--- config.mk ---
export PLATFORM = sky130hd
export DESIGN_NAME = ext_cap_walker
export DESIGN_NICKNAME = d
export VERILOG_FILES = /design/src/rtl/ecw_pkg.sv /design/src/rtl/ecw_ctrl.sv /design/src/rtl/ecw_datapath.sv /design/src/rtl/ext_cap_walker.sv
export SDC_FILE = /design/constraint.sdc
export NUM_CORES = 1
export LEC_CHECK = 0
export BUFFER_PORTS_ARGS = -buffer_cell sky130_fd_sc_hd__buf_2
export CAP_MARGIN = 5
export CORE_ASPECT_RATIO = 1.25
export CORE_MARGIN = 1.5
export CORE_UTILIZATION = 56
export DETAILED_ROUTE_END_ITERATION = 6
export HOLD_SLACK_MARGIN = 0.1
export PLACE_DENSITY = 0.95
export SYNTH_ARGS = -nofsm -noshare
export SYNTH_HDL_FRONTEND = slang
export SYNTH_SLANG_ARGS = --single-unit
--- constraint.sdc ---
create_clock -name clk -period 5.8 [get_ports clk]
set_clock_uncertainty 0.1 [all_clocks]
set_input_delay 0.87 -clock clk [delete_from_list [all_inputs] [get_ports clk]]
set_output_delay 0.87 -clock clk [all_outputs]
set_load 0.1 [all_outputs]
--- src/rtl/ecw_pkg.sv ---
package ecw_pkg;
  // header word layout
  localparam int OFF_W    = 12;
  localparam int ID_W     = 16;
  localparam int VER_W    = 4;
  localparam int VER_LSB  = 16;
  localparam int NEXT_LSB = 20;

  typedef enum logic [2:0] {
    S_IDLE, S_ISSUE, S_EVAL, S_LINK, S_HDR, S_MASK, S_DONE
  } state_t;

  // control -> datapath strobes
  typedef struct packed {
    logic load;
    logic rdIssue;
    logic evalHdr;
    logic step;
    logic resFound;
    logic resTail;
    logic setErr;
    logic wrLink;
    logic wrHdr;
    logic maskWr;
  } strobe_t;

  // datapath -> control conditions
  typedef struct packed {
    logic reqOk;
    logic reqAtBase;
    logic atRoot;
    logic hdrZero;
    logic idHit;
    logic nextZero;
    logic nextBad;
    logic stepsOut;
    logic maskLast;
    logic isAppend;
  } status_t;
endpackage

--- src/rtl/ecw_ctrl.sv ---
module ecw_ctrl
  import ecw_pkg::*;
(
  input  logic    clk,
  input  logic    rstN,
  input  logic    start,
  input  logic    opAppend,
  input  status_t stat,
  output strobe_t strb,
  output logic    busy,
  output logic    done
);
  state_t state, nxt;

  always_ff @(posedge clk) begin
    if (!rstN) state <= S_IDLE;
    else       state <= nxt;
  end

  always_comb begin
    strb = '0;
    nxt  = state;
    unique case (state)
      S_IDLE: begin
        if (start) begin
          strb.load = 1'b1;
          if (!opAppend) begin
            nxt = S_ISSUE;
          end else if (!stat.reqOk) begin
            strb.setErr = 1'b1;
            nxt = S_DONE;
          end else if (stat.reqAtBase) begin
            nxt = S_HDR;
          end else begin
            nxt = S_ISSUE;
          end
        end
      end
      S_ISSUE: begin
        strb.rdIssue = 1'b1;
        nxt = S_EVAL;
      end
      S_EVAL: begin
        strb.evalHdr = 1'b1;
        if (stat.atRoot && stat.hdrZero) begin
          if (stat.isAppend) strb.setErr = 1'b1;
          nxt = S_DONE;
        end else if (stat.idHit) begin
          strb.resFound = 1'b1;
          nxt = S_DONE;
        end else if (stat.nextZero) begin
          strb.resTail = 1'b1;
          nxt = stat.isAppend ? S_LINK : S_DONE;
        end else if (stat.nextBad || stat.stepsOut) begin
          strb.setErr = 1'b1;
          nxt = S_DONE;
        end else begin
          strb.step = 1'b1;
          nxt = S_ISSUE;
        end
      end
      S_LINK: begin
        strb.wrLink = 1'b1;
        nxt = S_HDR;
      end
      S_HDR: begin
        strb.wrHdr = 1'b1;
        nxt = S_MASK;
      end
      S_MASK: begin
        strb.maskWr = 1'b1;
        if (stat.maskLast) nxt = S_DONE;
      end
      S_DONE:  nxt = S_IDLE;
      default: nxt = S_IDLE;
    endcase
  end

  assign busy = (state != S_IDLE) && (state != S_DONE);
  assign done = (state == S_DONE);

  // completion is a single-cycle pulse
  p_done_pulse_r12: assert property (@(posedge clk) disable iff (!rstN)
    done |=> !done);

  // a start seen while idle always leaves idle
  p_start_taken_r12: assert property (@(posedge clk) disable iff (!rstN)
    (state == S_IDLE && start) |=> (state != S_IDLE));

  // mask writes only follow the new header write
  p_mask_after_hdr_r11: assert property (@(posedge clk) disable iff (!rstN)
    (state == S_MASK) |-> ($past(state) == S_HDR || $past(state) == S_MASK));
endmodule

--- src/rtl/ecw_datapath.sv ---
module ecw_datapath
  import ecw_pkg::*;
#(
  parameter int CFG_BYTES = 4096,
  parameter int BASE_OFF  = 256,
  parameter int MAX_STEPS = 1024
) (
  input  logic                          clk,
  input  logic                          rstN,
  input  strobe_t                       strb,
  output status_t                       stat,
  input  logic                          opAppend,
  input  logic [ID_W-1:0]               capId,
  input  logic [VER_W-1:0]              capVer,
  input  logic [OFF_W-1:0]              appendOff,
  input  logic [OFF_W:0]                appendSize,
  output logic                          err,
  output logic [OFF_W-1:0]              foundOff,
  output logic [OFF_W-1:0]              prevOff,
  output logic [$clog2(CFG_BYTES)-3:0]  cfgAddr,
  output logic                          cfgRdEn,
  output logic                          cfgWrEn,
  output logic [31:0]                   cfgWdata,
  input  logic [31:0]                   cfgRdata,
  output logic [$clog2(CFG_BYTES)-3:0]  maskAddr,
  output logic                          maskWrEn,
  output logic [31:0]                   wmaskData,
  output logic [31:0]                   w1cData,
  output logic [31:0]                   cmaskData
);
  localparam int WA_W   = $clog2(CFG_BYTES) - 2;
  localparam int SUM_W  = OFF_W + 2;
  localparam int STEP_W = $clog2(MAX_STEPS);
  localparam logic [OFF_W-1:0]  BASE_L    = OFF_W'(BASE_OFF);
  localparam logic [OFF_W-1:0]  TOP_L     = OFF_W'(CFG_BYTES - 8);
  localparam logic [SUM_W-1:0]  LIMIT_L   = SUM_W'(CFG_BYTES);
  localparam logic [OFF_W:0]    MIN_SZ_L  = (OFF_W+1)'(8);
  localparam logic [STEP_W-1:0] STEP_LAST = STEP_W'(MAX_STEPS - 1);

  logic [ID_W-1:0]   reqId;
  logic [VER_W-1:0]  reqVer;
  logic [OFF_W-1:0]  reqOff;
  logic [WA_W-1:0]   reqLastW;
  logic              isAppendQ;
  logic [OFF_W-1:0]  curOff, prevOffQ;
  logic [31:0]       hdrQ;
  logic [STEP_W-1:0] stepCnt;
  logic [WA_W-1:0]   maskPtr;
  logic [OFF_W-1:0]  resFoundQ, resPrevQ;
  logic              errQ;

  // request checks, evaluated on the incoming request
  logic [SUM_W-1:0]   reqSum;
  logic [SUM_W-3:0]   endWord, lastWord;
  logic [OFF_W-1:0]   nextF;

  assign reqSum   = SUM_W'(appendOff) + SUM_W'(appendSize);
  assign endWord  = reqSum[SUM_W-1:2];
  assign lastWord = endWord - 1'b1;
  assign nextF    = cfgRdata[31:NEXT_LSB];

  always_comb begin
    stat.reqOk     = (appendOff >= BASE_L) && (appendSize >= MIN_SZ_L) &&
                     (reqSum <= LIMIT_L) && (appendOff[1:0] == 2'b00) &&
                     (appendSize[1:0] == 2'b00);
    stat.reqAtBase = (appendOff == BASE_L);
    stat.atRoot    = (prevOffQ == '0);
    stat.hdrZero   = (cfgRdata == 32'h0);
    stat.idHit     = !isAppendQ && (cfgRdata[ID_W-1:0] == reqId);
    stat.nextZero  = (nextF == '0);
    stat.nextBad   = (nextF < BASE_L) || (nextF > TOP_L);
    stat.stepsOut  = (stepCnt == STEP_LAST);
    stat.maskLast  = (maskPtr == reqLastW);
    stat.isAppend  = isAppendQ;
  end

  always_ff @(posedge clk) begin
    if (!rstN) begin
      reqId     <= '0;
      reqVer    <= '0;
      reqOff    <= '0;
      reqLastW  <= '0;
      isAppendQ <= 1'b0;
      curOff    <= '0;
      prevOffQ  <= '0;
      hdrQ      <= '0;
      stepCnt   <= '0;
      maskPtr   <= '0;
      resFoundQ <= '0;
      resPrevQ  <= '0;
      errQ      <= 1'b0;
    end else begin
      if (strb.load) begin
        reqId     <= capId;
        reqVer    <= capVer;
        reqOff    <= appendOff;
        reqLastW  <= lastWord[WA_W-1:0];
        isAppendQ <= opAppend;
        curOff    <= BASE_L;
        prevOffQ  <= '0;
        stepCnt   <= '0;
        maskPtr   <= appendOff[WA_W+1:2];
        resFoundQ <= '0;
        resPrevQ  <= '0;
        errQ      <= 1'b0;
      end
      if (strb.evalHdr) hdrQ <= cfgRdata;
      if (strb.step) begin
        prevOffQ <= curOff;
        curOff   <= nextF;
        stepCnt  <= stepCnt + 1'b1;
      end
      if (strb.resFound) begin
        resFoundQ <= curOff;
        resPrevQ  <= prevOffQ;
      end
      if (strb.resTail) begin
        resFoundQ <= '0;
        resPrevQ  <= curOff;
      end
      if (strb.maskWr) maskPtr <= maskPtr + 1'b1;
      if (strb.setErr) errQ <= 1'b1;
    end
  end

  // RAM and mask ports
  assign cfgAddr   = strb.wrHdr ? reqOff[WA_W+1:2] : curOff[WA_W+1:2];
  assign cfgRdEn   = strb.rdIssue;
  assign cfgWrEn   = strb.wrLink | strb.wrHdr;
  assign cfgWdata  = strb.wrLink ? {reqOff, hdrQ[NEXT_LSB-1:0]}
                                 : {{(32-NEXT_LSB){1'b0}}, reqVer, reqId};
  assign maskAddr  = maskPtr;
  assign maskWrEn  = strb.maskWr;
  assign wmaskData = 32'h0;
  assign w1cData   = 32'h0;
  assign cmaskData = 32'hFFFF_FFFF;

  assign err      = errQ;
  assign foundOff = resFoundQ;
  assign prevOff  = resPrevQ;

  // single-port RAM, never read and write together
  p_single_port_r13: assert property (@(posedge clk) disable iff (!rstN)
    !(cfgRdEn && cfgWrEn));

  // every header read lies inside the legal window
  p_read_in_range_r5: assert property (@(posedge clk) disable iff (!rstN)
    cfgRdEn |-> (curOff >= BASE_L && curOff <= TOP_L));

  // mask writes stay inside the appended region
  p_mask_in_region_r11: assert property (@(posedge clk) disable iff (!rstN)
    maskWrEn |-> (maskPtr >= reqOff[WA_W+1:2] && maskPtr <= reqLastW));

  // only a tail header of an append is relinked
  p_link_tail_r8: assert property (@(posedge clk) disable iff (!rstN)
    strb.wrLink |-> (hdrQ[31:NEXT_LSB] == '0 && isAppendQ));
endmodule

--- src/rtl/ext_cap_walker.sv ---
module ext_cap_walker
  import ecw_pkg::*;
#(
  parameter int CFG_BYTES = 4096,
  parameter int BASE_OFF  = 256,
  parameter int MAX_STEPS = 1024
) (
  input  logic                          clk,
  input  logic                          rstN,
  input  logic                          start,
  input  logic                          opAppend,
  input  logic [15:0]                   capId,
  input  logic [3:0]                    capVer,
  input  logic [11:0]                   appendOff,
  input  logic [12:0]                   appendSize,
  output logic                          busy,
  output logic                          done,
  output logic                          err,
  output logic [11:0]                   foundOff,
  output logic [11:0]                   prevOff,
  output logic [$clog2(CFG_BYTES)-3:0]  cfgAddr,
  output logic                          cfgRdEn,
  output logic                          cfgWrEn,
  output logic [31:0]                   cfgWdata,
  input  logic [31:0]                   cfgRdata,
  output logic [$clog2(CFG_BYTES)-3:0]  maskAddr,
  output logic                          maskWrEn,
  output logic [31:0]                   wmaskData,
  output logic [31:0]                   w1cData,
  output logic [31:0]                   cmaskData
);
  strobe_t strb;
  status_t stat;

  ecw_ctrl u_ctrl (
    .clk(clk), .rstN(rstN), .start(start), .opAppend(opAppend),
    .stat(stat), .strb(strb), .busy(busy), .done(done)
  );

  ecw_datapath #(
    .CFG_BYTES(CFG_BYTES), .BASE_OFF(BASE_OFF), .MAX_STEPS(MAX_STEPS)
  ) u_dp (
    .clk(clk), .rstN(rstN), .strb(strb), .stat(stat),
    .opAppend(opAppend), .capId(capId), .capVer(capVer),
    .appendOff(appendOff), .appendSize(appendSize),
    .err(err), .foundOff(foundOff), .prevOff(prevOff),
    .cfgAddr(cfgAddr), .cfgRdEn(cfgRdEn), .cfgWrEn(cfgWrEn),
    .cfgWdata(cfgWdata), .cfgRdata(cfgRdata),
    .maskAddr(maskAddr), .maskWrEn(maskWrEn),
    .wmaskData(wmaskData), .w1cData(w1cData), .cmaskData(cmaskData)
  );
endmodule

* Yosys cells after proc, flatten, opt, wreduce, memory -nomap -nowiden
Index checks and enable logic that the tools add are counted.
Storage, ports and cells: register bits 135
Operators by class: add/subtract/negate cells 4, order comparisons 5, equality and inequality tests 13, mux-type cells 48, bitwise gates (word level) 2, reductions and logical operators 24
Operators by type and width (number):
- $mux 12 | 7
- $mux 10 | 5
- $mux 3 | 11
- $logic_not 32->1 | 1
- $mux 32 | 1
- $logic_not 12->1 | 2
- $add 10x1->10 const B | 2
- $mux 1 | 20
- $pmux 3 s6 | 1
- $eq 16x16->1 | 1
- $add 12x13->14 | 1
- $le 14x13->1 const B | 1
- $ge 13x4->1 const B | 1
- $eq 12x9->1 const B | 1
- $ge 12x9->1 const B | 1
- $gt 12x12->1 const B | 1
- $lt 12x9->1 const B | 1
- $eq 10x10->1 | 1
- $eq 10x10->1 const B | 1
- $sub 10x1->10 const B | 1
- $eq 3x3->1 const B | 3
- $reduce_bool 2->1 | 4
- $logic_and 1x1->1 | 7
- $eq 3x2->1 const B | 2
- other kinds (15) | 19

* Logic depth before layout (Yosys ltp)
Gate-level depths: netlist of the first run.
depth after elaboration 10, gate-level depth with buffers 11

* Cells and area by module
From an unflattened synthesis of the first run, not the netlist that was laid out.
Unflattened totals: cells, all modules 951, area, all modules 7982.7 um^2
By module, submodules not included:
- ecw_datapath | instances 1, cells an instance 899, area each 7624.8 um^2, sequential area each 2642.5 um^2
- ecw_ctrl | instances 1, cells an instance 52, area each 357.8 um^2, sequential area each 60.1 um^2

* Worst setup path before layout of the first run
OpenSTA, ideal clock, no wires.
kind input to register, start point input appendOff[0], end point register u_ctrl.state[1], arrival time 2968 ps, slack 2642 ps, stages on the path 9, buffers on the path 0, cell sequence ha_1 -> fa_1 -> a211oi_2 -> o21a_1 -> o21ai_1 -> o2111a_1 -> o21a_1 -> nand4b_1 -> a311oi_1
Between the ends: word-level cells in the longest chain between the ends 9
RTL lines:
- start: declaration | line ext_cap_walker.sv:14 | input logic [11:0] appendOff,
- $add 12x13->14 or $ge 12x9->1 (tied branches) | line ecw_datapath.sv:57, ecw_datapath.sv:63
- $le 14x13->1 or $logic_and 1x1->1 (tied branches) | line ecw_datapath.sv:64, ecw_datapath.sv:63
- $logic_and 1x1->1 | line ecw_datapath.sv:63 | stat.reqOk = (appendOff >= BASE_L) && (appendSize >= MIN_SZ_L) &&
- $logic_and 1x1->1 (*) (2 in a row) | line ecw_datapath.sv:64 | (reqSum <= LIMIT_L) && (appendOff[1:0] == 2'b00) &&
- $mux 3 (*) | line ecw_ctrl.sv:29 | end else if (!stat.reqOk) begin
- $mux 3 (*) | line ecw_ctrl.sv:27 | if (!opAppend) begin
- $mux 3 (*) | line ecw_ctrl.sv:25 | if (start) begin
- $pmux 3 s6 (*) | line ecw_ctrl.sv:23 | unique case (state)
- end signal: assignment | line ecw_ctrl.sv:17 | else state <= nxt;
- end: declaration | line ecw_ctrl.sv:13 | state_t state, nxt;
Every way passes the cells marked *; elsewhere a longest branch is shown, timed or not. The select of a mux whose other input is x is not followed. A chain may end at the register's enable or synchronous reset.

* Worst setup path after layout of the first run
start point register u_ctrl.state[1], end point output cfgWdata[17]
Between the ends: word-level cells in the longest chain between the ends 3
RTL lines:
- $eq 3x2->1 | line ecw_ctrl.sv:23
- $mux 1 | line ecw_ctrl.sv:23
- $mux 32 | line ecw_datapath.sv:130 | assign cfgWdata = strb.wrLink ? {reqOff, hdrQ[NEXT_LSB-1:0]}
- end: declaration | line ext_cap_walker.sv:24 | output logic [31:0] cfgWdata,
No other way between the ends.

==> flow_summary.ini, run 1 <==
[placement]
place_congestion = 1.00
port_buffers = 162
hpwl_mm = 16.4

[logic_synthesis]
synthAdderAreaFrac = 0.0278
synth_top_family_by_area = simple AND/OR/NAND/NOR gates
synth_compound_area_frac = 0.177
avgSynthCellArea_um2 = 7.67
synth.distinct_cells = 69
synthMuxAreaShare = 0.0155
ys_async_sr_fraction = 0
synth_edf_count = 0
synthSimpleGateAreaFrac = 0.268
synth_seq_area_share = 0.341
synthXorXnorAreaFrac = 0.0442
yosys_warnings = 0
postSynthCellCount = 1035
ys.flop_type = dfxtp_1
synth_seq_cells = 135
synth_area_um2 = 7940

[clock_network]
cts-resized-gates = 0
clkTransAtPathRegs_ns = 0.06
clk_latency_ns = 0.42
cts_buffers = 17
cts_tree = yes
cts_max_level = 4
clockBufferDepth = 2
cts-root-buf = clkbuf_16
clock_sinks = 135
post_cts_buffers = 0
holdBufCountCts = 0

[detailed_routing]
drt-met1-wl_mm = 8.66
top_layer_used = met4
drtIter0Drc = 565
drc = 0
dr_wl_met2_mm = 11.1
vias_per_cell = 5.76
wl_per_cell_um = 16.7
dr_wl_met3_mm = 1.71
totalWireLength_mm = 22.5
vias = 7778
ant_nets = 0
firstDrtPassIters = 5

[global_route]
grt_first_pass_wirelength_mm = 34.9
grt_max_degree = 86
antenna_found_initial = 0
grt_pass1_vias = 7108
grt_use_total = 0.299
overflow = 0

[final_layout]
area_delta_synth_final_pct = 13.3
nets = 1261
num_antenna_cells = 0
drive_gt1_frac = 0.201

[critical_path]
cp.required_ns = 4.83
crit_fanout = 20
cp_cell_sequence = and2b_1 > and2_1 > nand2_1 > nand2_1 > buf_2
cp-start-kind = flop
slowest_delay_ns = 0.72
reg2reg_depth = 6
path_common_cell = nand2_1
critPathSlowestCell = and2_1
r2r_setup_slack_ns = 2.32
worst_setup_path_end_kind = output port
worstPathArrival_ns = 2.81
regToRegEndpoint = u_dp.prevOffQ[2]$_SDFFE_PN0P_
critPathKind = reg -> out
reg2reg_from = u_ctrl.state[1]$_SDFFE_PN0P_

[floorplan]
ios = 259
core_area_um2 = 13800
die_y_um = 136
die_x_um = 109
initial_utilization = 0.574
rows = 48
die_area_um2 = 14900

[power]
vdd_drop_max_v = 0.000223
power.total_mw = 3.53
powerDensity_nw_per_um2 = 392
cellLeakagePower_nw = 3.99

[sta]
fmax_mhz = 265
fin_setup_tns_ns = 0
hold_viol = 0
finalCriticalPeriod_ns = 3.78
tightest_slew_ns = 1.13
drv_slew = 0
rsz0062_at_grt = false
setup_viol = 0
fin_crit_sh = 0.652
maxSlewHeadroom = 0.244

[min_path]
hold_path_class = reg -> reg
min_to = u_dp.prevOff[8]$_SDFFE_PN0P_
hp-start = u_dp.prevOff[8]$_SDFFE_PN0P_
hold_depth = 2

[run]
drv_cap = 0

[status]
status = completed
==> layout make-up <==
class                           count  area, um2
Clock inverter                     15        165
Multi-Input combinational cell    834       4580
Timing Repair Buffer              170        875
Clock buffer                       17        425
Tap cell                          175        219
Sequential cell                   135       2700
Inverter                            5       20.0
Fill cell                        1200       4820
==> Yosys cell counts (all sizes together) (14+ instances only) <==
cell / count / area, um2
nand2: 245 / 920
dfxtp: 135 / 2700
a21oi: 123 / 619
buf: 117 / 843
nand3: 46 / 230
nor2: 41 / 154
clkbuf: 38 / 143
and3: 26 / 168
o21ai: 24 / 120
xor2: 24 / 210
nor4: 21 / 176
ha: 16 / 200
xnor2: 16 / 140
a211oi: 14 / 120
==> how the worst max path moves through the flow <==
stage	startpoint	endpoint	cells past startpoint
finish	u_ctrl.state[1]$_SDFFE_PN0P_	cfgWdata[17]	5
global route	u_ctrl.state[1]$_SDFFE_PN0P_	cfgWdata[17]	5
CTS	u_ctrl.state[1]$_SDFFE_PN0P_	cfgWdata[17]	5
detailed placement	cfgRdata[13]	u_dp.stepCnt[8]$_SDFFE_PN0P_	9
global placement	cfgRdata[13]	u_dp.stepCnt[8]$_SDFFE_PN0P_	9
floorplan	appendOff[0]	u_ctrl.state[1]$_SDFFE_PN0P_	9
==> where the power goes <==
group	internal, mW	switching (mW)	total [mW]	leakage (nW)
logic	0.262	1.07	1.34	2.60
clock network	0.642	0.433	1.08	0.289
registers	1.02	0.0978	1.11	1.10
==> layout by cell type, fill, tap and decap left out, drive strengths merged, types with 3 or more instances in the layout <==
master  Yosys  layout
nand2     245     245
buf       117     170
dfxtp     135     135
a21oi     123     123
conb        2      96
nand3      46      46
nor2       41      41
and3       26      26
xor2       24      24
o21ai      24      24
nor4       21      21
clkbuf     38      17
xnor2      16      16
ha         16      16
a211oi     14      14
a22oi      12      12
mux2       10      10
nand4      10      10
nor3       10      10
inv         5      10
nor3b       8       8
nand2b      7       7
a31oi       7       7
and2        7       7
o211ai      7       7
clkinv      0       7
or3         6       6
nand3b      6       6
nor2b       5       5
a21o        5       5
a221oi      5       5
o21a        4       4
o211a       3       3
a311oi      3       3
nor4b       3       3
o2111a      3       3
==> cell families (layout without fill, tap and decap cells) <==
kind of cell	count (synthesis)	count (layout)
and+or+nand+nor	446	446
AOI/OAI and AO/OA	224	224
buffers and inverters	160	207
DFF	135	135
xor gates and xnor gates	40	40
adders and majority gates	17	17
muxes	11	11
other	2	96
==> per-stage QoR <==
step	utilization	hold WS (ns)	instances	cell area (um2)	setup WS, ns
floorplan	-	0.332	1129	8290	2.64
global placement	0.607	0.340	1318	8390	2.07
detailed placement	0.607	0.342	1318	8390	2.00
CTS	0.650	0.351	1350	8980	2.02
global route	0.651	0.371	1351	8990	1.89
finish	0.651	0.346	1351	8990	2.02
==> flip-flops by register name (all words and copies together) (netlist names) <==
register and flops:
u_dp.reqId 16, u_dp.reqLastW 10, u_dp.prevOff 12, u_dp.reqOff 12, u_dp.prevOffQ 12, u_ctrl.state 3, u_dp.hdrQ 20, u_dp.isAppendQ 1
u_dp.curOff 12, u_dp.reqVer 4, u_dp.maskAddr 10, u_dp.foundOff 12, u_dp.err 1, u_dp.stepCnt 10
==> layer usage <==
layer	vias to the layer above	track usage
li1	3661	-
met1	3649	0.355
met2	390	0.506
met3	78	0.0618
met4	0	0.150
met5	-	0
==> critical path, delay by kind of cell (launching register included) <==
family | cells | cell delay, ns
simple gates | 4 | 1.48
flops | 1 | 0.49
buf+inv | 1 | 0.42
(Power assumes the default switching activity.)
==> inputs of run 2 (changes only) <==
--- a/config.mk
+++ b/config.mk
@@ -9,10 +9,10 @@
 export CAP_MARGIN = 5
 export CORE_ASPECT_RATIO = 1.25
 export CORE_MARGIN = 1.5
-export CORE_UTILIZATION = 56
+export CORE_UTILIZATION = 52
 export DETAILED_ROUTE_END_ITERATION = 6
 export HOLD_SLACK_MARGIN = 0.1
-export PLACE_DENSITY = 0.95
+export PLACE_DENSITY = 0.9
 export SYNTH_ARGS = -nofsm -noshare
 export SYNTH_HDL_FRONTEND = slang
 export SYNTH_SLANG_ARGS = --single-unit
==> constraint.sdc (replaced) <==
create_clock -name clk -period 3.7 [get_ports clk]
set_clock_uncertainty 0.1 [all_clocks]
set_input_delay 0.555 -clock clk [delete_from_list [all_inputs] [get_ports clk]]
set_output_delay 0.555 -clock clk [all_outputs]
set_load 0.1 [all_outputs]
==> flow_summary.ini, run 2 (synthesis gave the netlist of run 1 again) <==
[clock_network]
clk_latency_ns = 0.43
cts_buffers = 17
clkTransAtPathRegs_ns = 0.06
cts_max_level = 4
holdBufCountCts = 0
post_cts_buffers = 0
cts-resized-gates = 0
clock_sinks = 135
clockBufferDepth = 2
cts_tree = yes
cts-root-buf = clkbuf_16

[sta]
setup_viol = 0
drv_slew = 0
fmax_mhz = 324
maxSlewHeadroom = 0.442
worst_slack_ns = 0.615
tightest_slew_ns = 0.838
fin_setup_tns_ns = 0
rsz0062_at_grt = false
fin_crit_sh = 0.834
finalCriticalPeriod_ns = 3.09
hold_viol = 0

[detailed_routing]
totalWireLength_mm = 22.8
firstDrtPassIters = 5
ant_nets = 0
drc = 0
drtIter0Drc = 608
vias_per_cell = 5.71
vias = 7791
wl_per_cell_um = 16.7

[critical_path]
cp_num_cells = 5
startpoint = u_ctrl.state[1]$_SDFFE_PN0P_
slowest_delay_ns = 0.61
r2r_setup_slack_ns = 1.06
critPathKind = reg -> out
reg2reg_depth = 7
reg2reg_from = u_dp.reqId[7]$_SDFFE_PN0P_
worstPathArrival_ns = 2.43
regToRegEndpoint = u_dp.prevOff[7]$_SDFFE_PN0P_
critPathSlowestCell = and2_1
worst_setup_path_end_kind = output port
crit_buf_inv = 1
crit_end = cfgWdata[19]
cp-start-kind = flop
cp.required_ns = 3.04
crit_fanout = 20
cp_cell_sequence = and2b_1 > and2_1 > nand2_1 > nand2_1 > buf_2
critical-path-top-delay-family = simple AND/OR/NAND/NOR gates
path_common_cell = nand2_1

[final_layout]
area_delta_synth_final_pct = 13.9
num_antenna_cells = 0
largest-register = u_dp.hdrQ
drive_gt1_frac = 0.203
reg.largest.list = u_dp.hdrQ x20, u_dp.reqId x16
num-fill-cells = 1305
final_common_cell = nand2_1
largest_reg_flops = 20
final_cells = 1364
nets = 1267
final_cell_mix = 244 x nand2_1, 162 x buf_2, 135 x dfxtp_1, 122 x a21oi_1, 96 x conb_1

[global_route]
grt_pass1_vias = 7085
grt_use_total = 0.279
grt_max_degree = 72
grt_first_pass_wirelength_mm = 35.1
antenna_found_initial = 1
overflow = 0

[placement]
place_congestion = 0.988
hpwl_mm = 16.5
place_inst = 1332
pre_cts_slack_ns = 0.470
port_buffers = 162

[status]
status = completed

[power]
vdd_drop_max_v = 0.000350
powerDensity_nw_per_um2 = 605
cellLeakagePower_nw = 4.00

[min_path]
hold_path_class = in -> reg
hold_depth = 3

[floorplan]
core_area_um2 = 15000
initial_utilization = 0.531
ios = 259
die_x_um = 113
rows = 50
die_y_um = 141
die_area_um2 = 16000

[run]
drv_cap = 0
==> run 2: cell count changes in the layout (fill, tap and decap cells not counted), moves of 2 or more <==
cell        previous run  this run
inv_6                  6         1
clkinvlp_4             1         3
buf_4                  7        12
buf_12                 0         2
clkbuf_8               0         2
clkbuf_1               0         3
==> run 2: metrics by stage <==
step                      utilization  instance area (um2)  hold slack, ns  total power [mW]
after detailed placement        0.567                 8480           0.343              3.86
after global placement          0.567                 8480           0.337              3.84
after floorplan                     -                 8290           0.332              3.55
after global routing            0.605                 9040           0.265              5.67
final                           0.605                 9040           0.262              5.47
after CTS                       0.605                 9040           0.256              5.46
==> run 2: how the worst min path moves through the flow <==
| stage | startpoint | to | slack (ns) |
|---|---|---|---|
| 5_1_grt | capId[14] | u_dp.reqId[14]$_SDFFE_PN0P_ | 0.27 |
| 4_1_cts | capId[13] | u_dp.reqId[13]$_SDFFE_PN0P_ | 0.26 |
| 3_5_place_dp | u_dp.prevOff[4]$_SDFFE_PN0P_ | u_dp.prevOff[4]$_SDFFE_PN0P_ | 0.34 |
| 2_1_floorplan | u_dp.reqOff[0]$_SDFFE_PN0P_ | u_dp.reqOff[0]$_SDFFE_PN0P_ | 0.33 |
| 6_report | capId[13] | u_dp.reqId[13]$_SDFFE_PN0P_ | 0.26 |
| 3_3_place_gp | u_dp.prevOff[7]$_SDFFE_PN0P_ | u_dp.prevOff[7]$_SDFFE_PN0P_ | 0.34 |
==> run 2: report_power, final <==
group | total, mW | switching (mW) | internal [mW] | leakage [nW]
Sequential | 1.74 | 0.141 | 1.59 | 1.10
Combinational | 2.13 | 1.70 | 0.432 | 2.64
Clock | 1.60 | 0.641 | 0.960 | 0.267
Total | 5.47 | 2.48 | 2.99 | 4.00
==> run 2: worst min-delay path, stage by stage <==
cell and delay [ns]:
buf_2 0.09, nand2_1 0.04, a21oi_1 0.05
==> run 2: layout make-up <==
type,count,area (um2),area share
Multi-Input combinational cell,834,4590,0.507
Sequential cell,135,2700,0.299
Timing Repair Buffer,176,941,0.104
Clock buffer,22,464,0.0513
Tap cell,182,228,0.0252
Clock inverter,10,97.6,0.0108
Inverter,5,20.0,0.00221
==> run 2: layer usage <==
layer / routed length (um) / track usage
met2: 11300 / 0.471
met5: 12 / 0
met1: 8650 / 0.326
met3: 1820 / 0.0628
met4: 1030 / 0.155
